<file path="src/rtl/ser_src_pkg.sv">
package ser_src_pkg;
    // Kind of slot the coming clock edge fills.
    typedef enum logic [1:0] {
        SLOT_IDLE = 2'd0,
        SLOT_GAP  = 2'd1,
        SLOT_PAY  = 2'd2
    } slot_e;
endpackage

</file>
<file path="src/rtl/ser_src_slot_ctrl.sv">
module ser_src_slot_ctrl
    import ser_src_pkg::*;
#(
    parameter int PAY_BITS = 4704
) (
    input  logic  clk,
    input  logic  rst_n,
    input  logic  frame_strobe_i,
    input  logic  oh_warn_i,
    output slot_e slot_o
);
    localparam int CW = $clog2(PAY_BITS + 1);

    typedef struct packed {
        logic          in_frame;
        logic [CW-1:0] cnt;
    } st_t;

    st_t st_d, st_q;
    slot_e slot;

    always_comb begin
        logic          active;
        logic          room;
        logic [CW-1:0] base;
        active = frame_strobe_i | st_q.in_frame;
        room   = frame_strobe_i | (st_q.cnt < CW'(PAY_BITS));
        base   = frame_strobe_i ? '0 : st_q.cnt;

        if (oh_warn_i)            slot = SLOT_GAP;
        else if (active && room)  slot = SLOT_PAY;
        else                      slot = SLOT_IDLE;

        st_d          = st_q;
        st_d.in_frame = active;
        st_d.cnt      = (slot == SLOT_PAY) ? base + CW'(1) : base;
    end

    always_ff @(posedge clk or negedge rst_n) begin
        if (!rst_n) st_q <= '0;
        else        st_q <= st_d;
    end

    assign slot_o = slot;
endmodule

</file>
<file path="src/rtl/ser_src_shifter.sv">
module ser_src_shifter
    import ser_src_pkg::*;
#(
    parameter int WORD_W = 8
) (
    input  logic              clk,
    input  logic              rst_n,
    input  slot_e             slot_i,
    input  logic              word_valid_i,
    input  logic [WORD_W-1:0] word_data_i,
    output logic              word_ready_o,
    output logic              bit_o,
    output logic              underrun_o
);
    localparam int LW = $clog2(WORD_W + 1);

    typedef struct packed {
        logic [WORD_W-1:0] sh;
        logic [LW-1:0]     left;
        logic              unf;
    } st_t;

    st_t st_d, st_q;

    always_comb begin
        st_d         = st_q;
        word_ready_o = 1'b0;
        bit_o        = 1'b1;
        case (slot_i)
            SLOT_GAP: bit_o = 1'b0;
            SLOT_PAY: begin
                if (st_q.left == '0) begin
                    word_ready_o = 1'b1;
                    if (word_valid_i) begin
                        bit_o     = word_data_i[WORD_W-1];
                        st_d.sh   = word_data_i << 1;
                        st_d.left = LW'(WORD_W - 1);
                    end else begin
                        st_d.unf  = 1'b1;
                    end
                end else begin
                    bit_o     = st_q.sh[WORD_W-1];
                    st_d.sh   = st_q.sh << 1;
                    st_d.left = st_q.left - LW'(1);
                end
            end
            default: bit_o = 1'b1;
        endcase
    end

    always_ff @(posedge clk or negedge rst_n) begin
        if (!rst_n) st_q <= '0;
        else        st_q <= st_d;
    end

    assign underrun_o = st_q.unf;
endmodule

</file>
<file path="src/rtl/ser_src_tx.sv">
module ser_src_tx
    import ser_src_pkg::*;
#(
    parameter int WORD_W   = 8,
    parameter int PAY_BITS = 4704
) (
    input  logic              clk,
    input  logic              rst_n,
    input  logic              frame_strobe_i,
    input  logic              oh_warn_i,
    input  logic              word_valid_i,
    input  logic [WORD_W-1:0] word_data_i,
    output logic              word_ready_o,
    output logic              ser_o,
    output logic              underrun_o
);
    slot_e slot;
    logic  next_bit;
    logic  ser_d, ser_q;

    ser_src_slot_ctrl #(.PAY_BITS(PAY_BITS)) u_slot (
        .clk            (clk),
        .rst_n          (rst_n),
        .frame_strobe_i (frame_strobe_i),
        .oh_warn_i      (oh_warn_i),
        .slot_o         (slot)
    );

    ser_src_shifter #(.WORD_W(WORD_W)) u_shift (
        .clk          (clk),
        .rst_n        (rst_n),
        .slot_i       (slot),
        .word_valid_i (word_valid_i),
        .word_data_i  (word_data_i),
        .word_ready_o (word_ready_o),
        .bit_o        (next_bit),
        .underrun_o   (underrun_o)
    );

    always_comb ser_d = next_bit;

    always_ff @(posedge clk or negedge rst_n) begin
        if (!rst_n) ser_q <= 1'b1;
        else        ser_q <= ser_d;
    end

    assign ser_o = ser_q;
endmodule

</file>
<file path="config.mk">
export PLATFORM = sky130hd
export DESIGN_NAME = ser_src_tx
export DESIGN_NICKNAME = d
export VERILOG_FILES = /design/src/rtl/ser_src_pkg.sv /design/src/rtl/ser_src_slot_ctrl.sv /design/src/rtl/ser_src_shifter.sv /design/src/rtl/ser_src_tx.sv
export SDC_FILE = /design/constraint.sdc
export NUM_CORES = 1
export LEC_CHECK = 0
export BUFFER_PORTS_ARGS = -buffer_cell sky130_fd_sc_hd__buf_2
export CAP_MARGIN = 5
export CORE_MARGIN = 4
export CORE_UTILIZATION = 50
export CTS_CLUSTER_DIAMETER = 100
export DETAILED_ROUTE_END_ITERATION = 6
export PLACE_DENSITY = 0.7
export SLEW_MARGIN = 20
export SYNTH_ARGS = -nofsm -noshare
export SYNTH_HDL_FRONTEND = slang
export SYNTH_SLANG_ARGS = --single-unit
</file>
<file path="constraint.sdc">
create_clock -name clk -period 2 [get_ports clk]
set_input_delay 0.4 -clock clk [delete_from_list [all_inputs] [get_ports clk]]
set_output_delay 0.4 -clock clk [all_outputs]
set_load 0.02 [all_outputs]
</file>
==> run_summary.xml <==
<?xml version="1.0" encoding="UTF-8"?>
<metrics>
  <group name="floorplanning">
    <metric name="io_pins" unit="">16</metric>
    <metric name="horizontal_die_dimension" unit="um">62.8</metric>
    <metric name="die_y" unit="um">62.8</metric>
    <metric name="floorplan.rows" unit="">19</metric>
    <metric name="placeableCoreArea" unit="sq um">2810</metric>
    <metric name="initial_utilization" unit="%">53.6</metric>
    <metric name="die-area" unit="sq um">3950</metric>
  </group>
  <group name="clock_tree">
    <metric name="clock_latency" unit="ns">0.31</metric>
    <metric name="clk_transition_reported_paths" unit="ns">0.15</metric>
    <metric name="tritoncts.num_buffers" unit="">3</metric>
    <metric name="clock_tree.buffer_depth" unit="">2</metric>
    <metric name="clk_root_buffer_cell" unit="">clkbuf_4</metric>
    <metric name="clock_sinks" unit="">27</metric>
    <metric name="clock_tree.htree_level_count" unit="">1</metric>
    <metric name="cts_tree" unit="">yes</metric>
  </group>
  <group name="global_routing">
    <metric name="grt_antenna_before_repair" unit="">0</metric>
    <metric name="grt.overflow.total" unit="">0</metric>
    <metric name="global_route_wire_length_before_repair" unit="um">5280</metric>
    <metric name="first_global_vias" unit="">1125</metric>
    <metric name="grt_util_all_layers" unit="%">16.6</metric>
    <metric name="maximum_number_of_pins_on_one_net_before_global_route_repair" unit="">28</metric>
  </group>
  <group name="sta">
    <metric name="timing.fmax" unit="MHz">501</metric>
    <metric name="timing.final.setup_violations" unit="">0</metric>
    <metric name="rsz0062_at_grt" unit="">true</metric>
    <metric name="clock-skew-final" unit="ns">0.00504</metric>
    <metric name="final.min_clock_period" unit="ns">2.00</metric>
    <metric name="report.final.slew_viol_count" unit="">0</metric>
    <metric name="max-slew-margin-rel" unit="%">60.0</metric>
    <metric name="worst_hold_slack" unit="ns">0.0671</metric>
    <metric name="worst_pin_slew" unit="ns">0.599</metric>
    <metric name="setup_tns" unit="ns">0</metric>
    <metric name="layout_worst_path_cycle_share" unit="%">99.8</metric>
    <metric name="number_of_endpoints_with_negative_hold_slack_in_the_final_report" unit="">0</metric>
  </group>
  <group name="outcome">
    <metric name="outcome" unit="">complete, no violations</metric>
  </group>
  <group name="yosys">
    <metric name="synth_top_family_by_area" unit="">simple AND/OR/NAND/NOR gates</metric>
    <metric name="ys_types" unit="">46</metric>
    <metric name="number_of_enable_type_register_cells_in_the_synthesized_netlist" unit="">0</metric>
    <metric name="synth-main-ff-cell" unit="">dfrtp_1</metric>
    <metric name="number_of_nets_produced_by_synthesis" unit="">150</metric>
    <metric name="synth_area_in_xor_xnor" unit="%">2.33</metric>
    <metric name="synthAdderAreaFrac" unit="%">1.66</metric>
    <metric name="yosysSeqAreaShare" unit="%">45.0</metric>
    <metric name="synth_mux_area_share" unit="%">7.40</metric>
    <metric name="yosysWarningCount" unit="">0</metric>
    <metric name="synth-simple-area-share" unit="%">23.2</metric>
    <metric name="synthesis.area_per_instance" unit="sq um">11.1</metric>
    <metric name="netlist_area" unit="sq um">1500</metric>
    <metric name="synth_compound_gate_area_share" unit="%">14.6</metric>
    <metric name="synthesis.instances" unit="">135</metric>
    <metric name="async_reset_ff_share" unit="%">100</metric>
    <metric name="flip_flop_and_latch_count_after_synthesis" unit="">27</metric>
  </group>
  <group name="hold_path">
    <metric name="hold_path_class" unit="">input pin to asynchronous set/reset pin</metric>
  </group>
  <group name="worst_setup_path">
    <metric name="crit-reg2reg-capture" unit="">u_slot.st_q[7]</metric>
    <metric name="endpoint_kind" unit="">output pin</metric>
    <metric name="crit_end" unit="">word_ready_o</metric>
    <metric name="r2r_setup_slack" unit="ns">0.19</metric>
    <metric name="critPathRequiredTime" unit="ns">1.60</metric>
    <metric name="reg2reg_depth" unit="">6</metric>
    <metric name="worst-path-max-fanout" unit="">5</metric>
    <metric name="worst-endpoint-arrival" unit="ns">1.60</metric>
    <metric name="critPathLaunchType" unit="">flop</metric>
    <metric name="r2r-start" unit="">u_slot.st_q[6]</metric>
    <metric name="worst-setup-path-type" unit="">flop to output pin</metric>
    <metric name="startpoint" unit="">u_slot.st_q[6]</metric>
  </group>
  <group name="pwr">
    <metric name="power.total" unit="W">0.00142</metric>
    <metric name="power-per-cell-area" unit="nW/um^2">819</metric>
    <metric name="power.leakage" unit="nW">0.763</metric>
    <metric name="peakVddDrop" unit="mV">0.622</metric>
  </group>
  <group name="final_layout">
    <metric name="antenna_cells_inserted" unit="">0</metric>
    <metric name="top_library_cells_by_usage_in_the_layout_fill_and_taps_aside" unit="">dfrtp_1 (26), buf_4 (16), buf_2 (14), nand2_1 (10), nor2_1 (10)</metric>
    <metric name="areaGrowthSynthToFinish" unit="%">15.5</metric>
    <metric name="layout_commonest_cell" unit="">dfrtp_1</metric>
    <metric name="nNetsFinal" unit="">179</metric>
    <metric name="drive_above_1_share" unit="%">36.8</metric>
  </group>
  <group name="placed_design">
    <metric name="place.gp.congestion" unit="">0.796</metric>
    <metric name="place.detailed.hpwl" unit="um">2060</metric>
    <metric name="place.port_buffers" unit="">15</metric>
  </group>
  <group name="routing">
    <metric name="route.final.wire_length" unit="um">3050</metric>
    <metric name="avgRoutedWirePerCell" unit="um">15.7</metric>
    <metric name="via_per_inst" unit="">5.78</metric>
    <metric name="detail-route-antenna-nets" unit="">0</metric>
    <metric name="drt_pass1_iterations" unit="">4</metric>
    <metric name="routed_wl_met2" unit="um">1580</metric>
    <metric name="detailroute.wirelength.met3" unit="um">122</metric>
    <metric name="detail_route.drc_violations" unit="">0</metric>
    <metric name="highest-signal-layer" unit="">met4</metric>
    <metric name="drtIter0Drc" unit="">62</metric>
    <metric name="dr_total_vias" unit="">1121</metric>
    <metric name="route.layer.met1.wl" unit="um">1310</metric>
  </group>
  <group name="run">
    <metric name="maxCapViolCount" unit="">0</metric>
  </group>
</metrics>
[synthesized netlist by cell type, drive strengths merged (2+ instances only)]
library cell	number	area (sq um)
and2	2	13.8
nor4	3	31.3
o22ai	6	37.5
nor2	10	37.5
mux2	9	101
nor2b	5	31.3
nand3	2	10.0
nor3b	2	15.0
ha	2	25.0
buf	7	65.1
a2bb2oi	7	61.3
o21ai	2	10.0
nor4b	4	53.8
dfrtp	26	651
and4	2	17.5
inv	6	22.5
a21oi	3	18.8
nand2	10	37.5
and2b	3	22.5
nor3	5	30.0
xnor2	3	26.3
or4	2	16.3
[cell families (layout without fill, tap and decap cells)]
family,Yosys count,in the layout
flops,27,27
fa+ha+maj,2,2
simple gates,54,54
compound gates,25,25
buf+inv,13,41
mux,10,10
xor+xnor,4,4
[critical path: stages (launching register included)]
cell and delay [ns]:
dfrtp_1 0.44, a211oi_4 0.33, nor3_4 0.09, nor3_2 0.14, and2_1 0.16, buf_6 0.12
[flip-flops by register name, summed over array words and instances (netlist names)]
signal              flops
u_shift.underrun_o      1
ser_o                   1
u_slot.st_q            14
u_shift.st_q           11
[power breakdown]
part	total, W	switching [W]	internal [W]
logic	0.000438	0.000198	0.000240
clock network	0.000233	0.000158	0.0000747
registers	0.000752	0.0000849	0.000667
[layer usage]
metal | vias to the layer above | GRT usage (%)
met5 | - | 0
li1 | 552 | -
met2 | 25 | 28.5
met3 | 4 | 2.70
met4 | 0 | 4.96
met1 | 540 | 21.4
[per-stage QoR]
step           worst slack, ns  utilization, %  area, sq um  std cells
6_report               0.00361            61.9         1740        194
5_1_grt                 -0.111            61.9         1740        194
4_1_cts               -0.00848            60.4         1690        191
3_5_place_dp            0.0425            57.7         1620        182
3_3_place_gp             0.163            57.7         1620        182
2_1_floorplan            0.110               -         1510        135
[how the worst min path moves through the flow]
stage	endpoint	slack, ns	depth (start not counted)
global route	u_slot.st_q[0]	0.09	1
CTS	u_shift.st_q[7]	0.08	1
floorplan	u_shift.st_q[10]	0.10	0
finish	u_slot.st_q[0]	0.07	1
global placement	u_slot.st_q[4]	0.43	1
detailed placement	u_slot.st_q[4]	0.44	1
[area by class of cell]
type                            count  area (sq um)
Fill cell                         239          1070
Multi-Input combinational cell     95           769
Sequential cell                    27           677
Timing Repair Buffer               31           201
Tap cell                           31          38.8
Clock buffer                        3          22.5
Inverter                            6          22.5
Clock inverter                      1          5.00
[repair_timing]
action | CTS | global route
cloned | 0 | 0
resized for setup | 2 | 4
pin swaps | 2 | 2
hold buffers | 0 | 0
buffers inserted | 5 | 3
setup endpoints to repair | 1 | 7
Note: power is estimated with default switching activity, not from simulation.
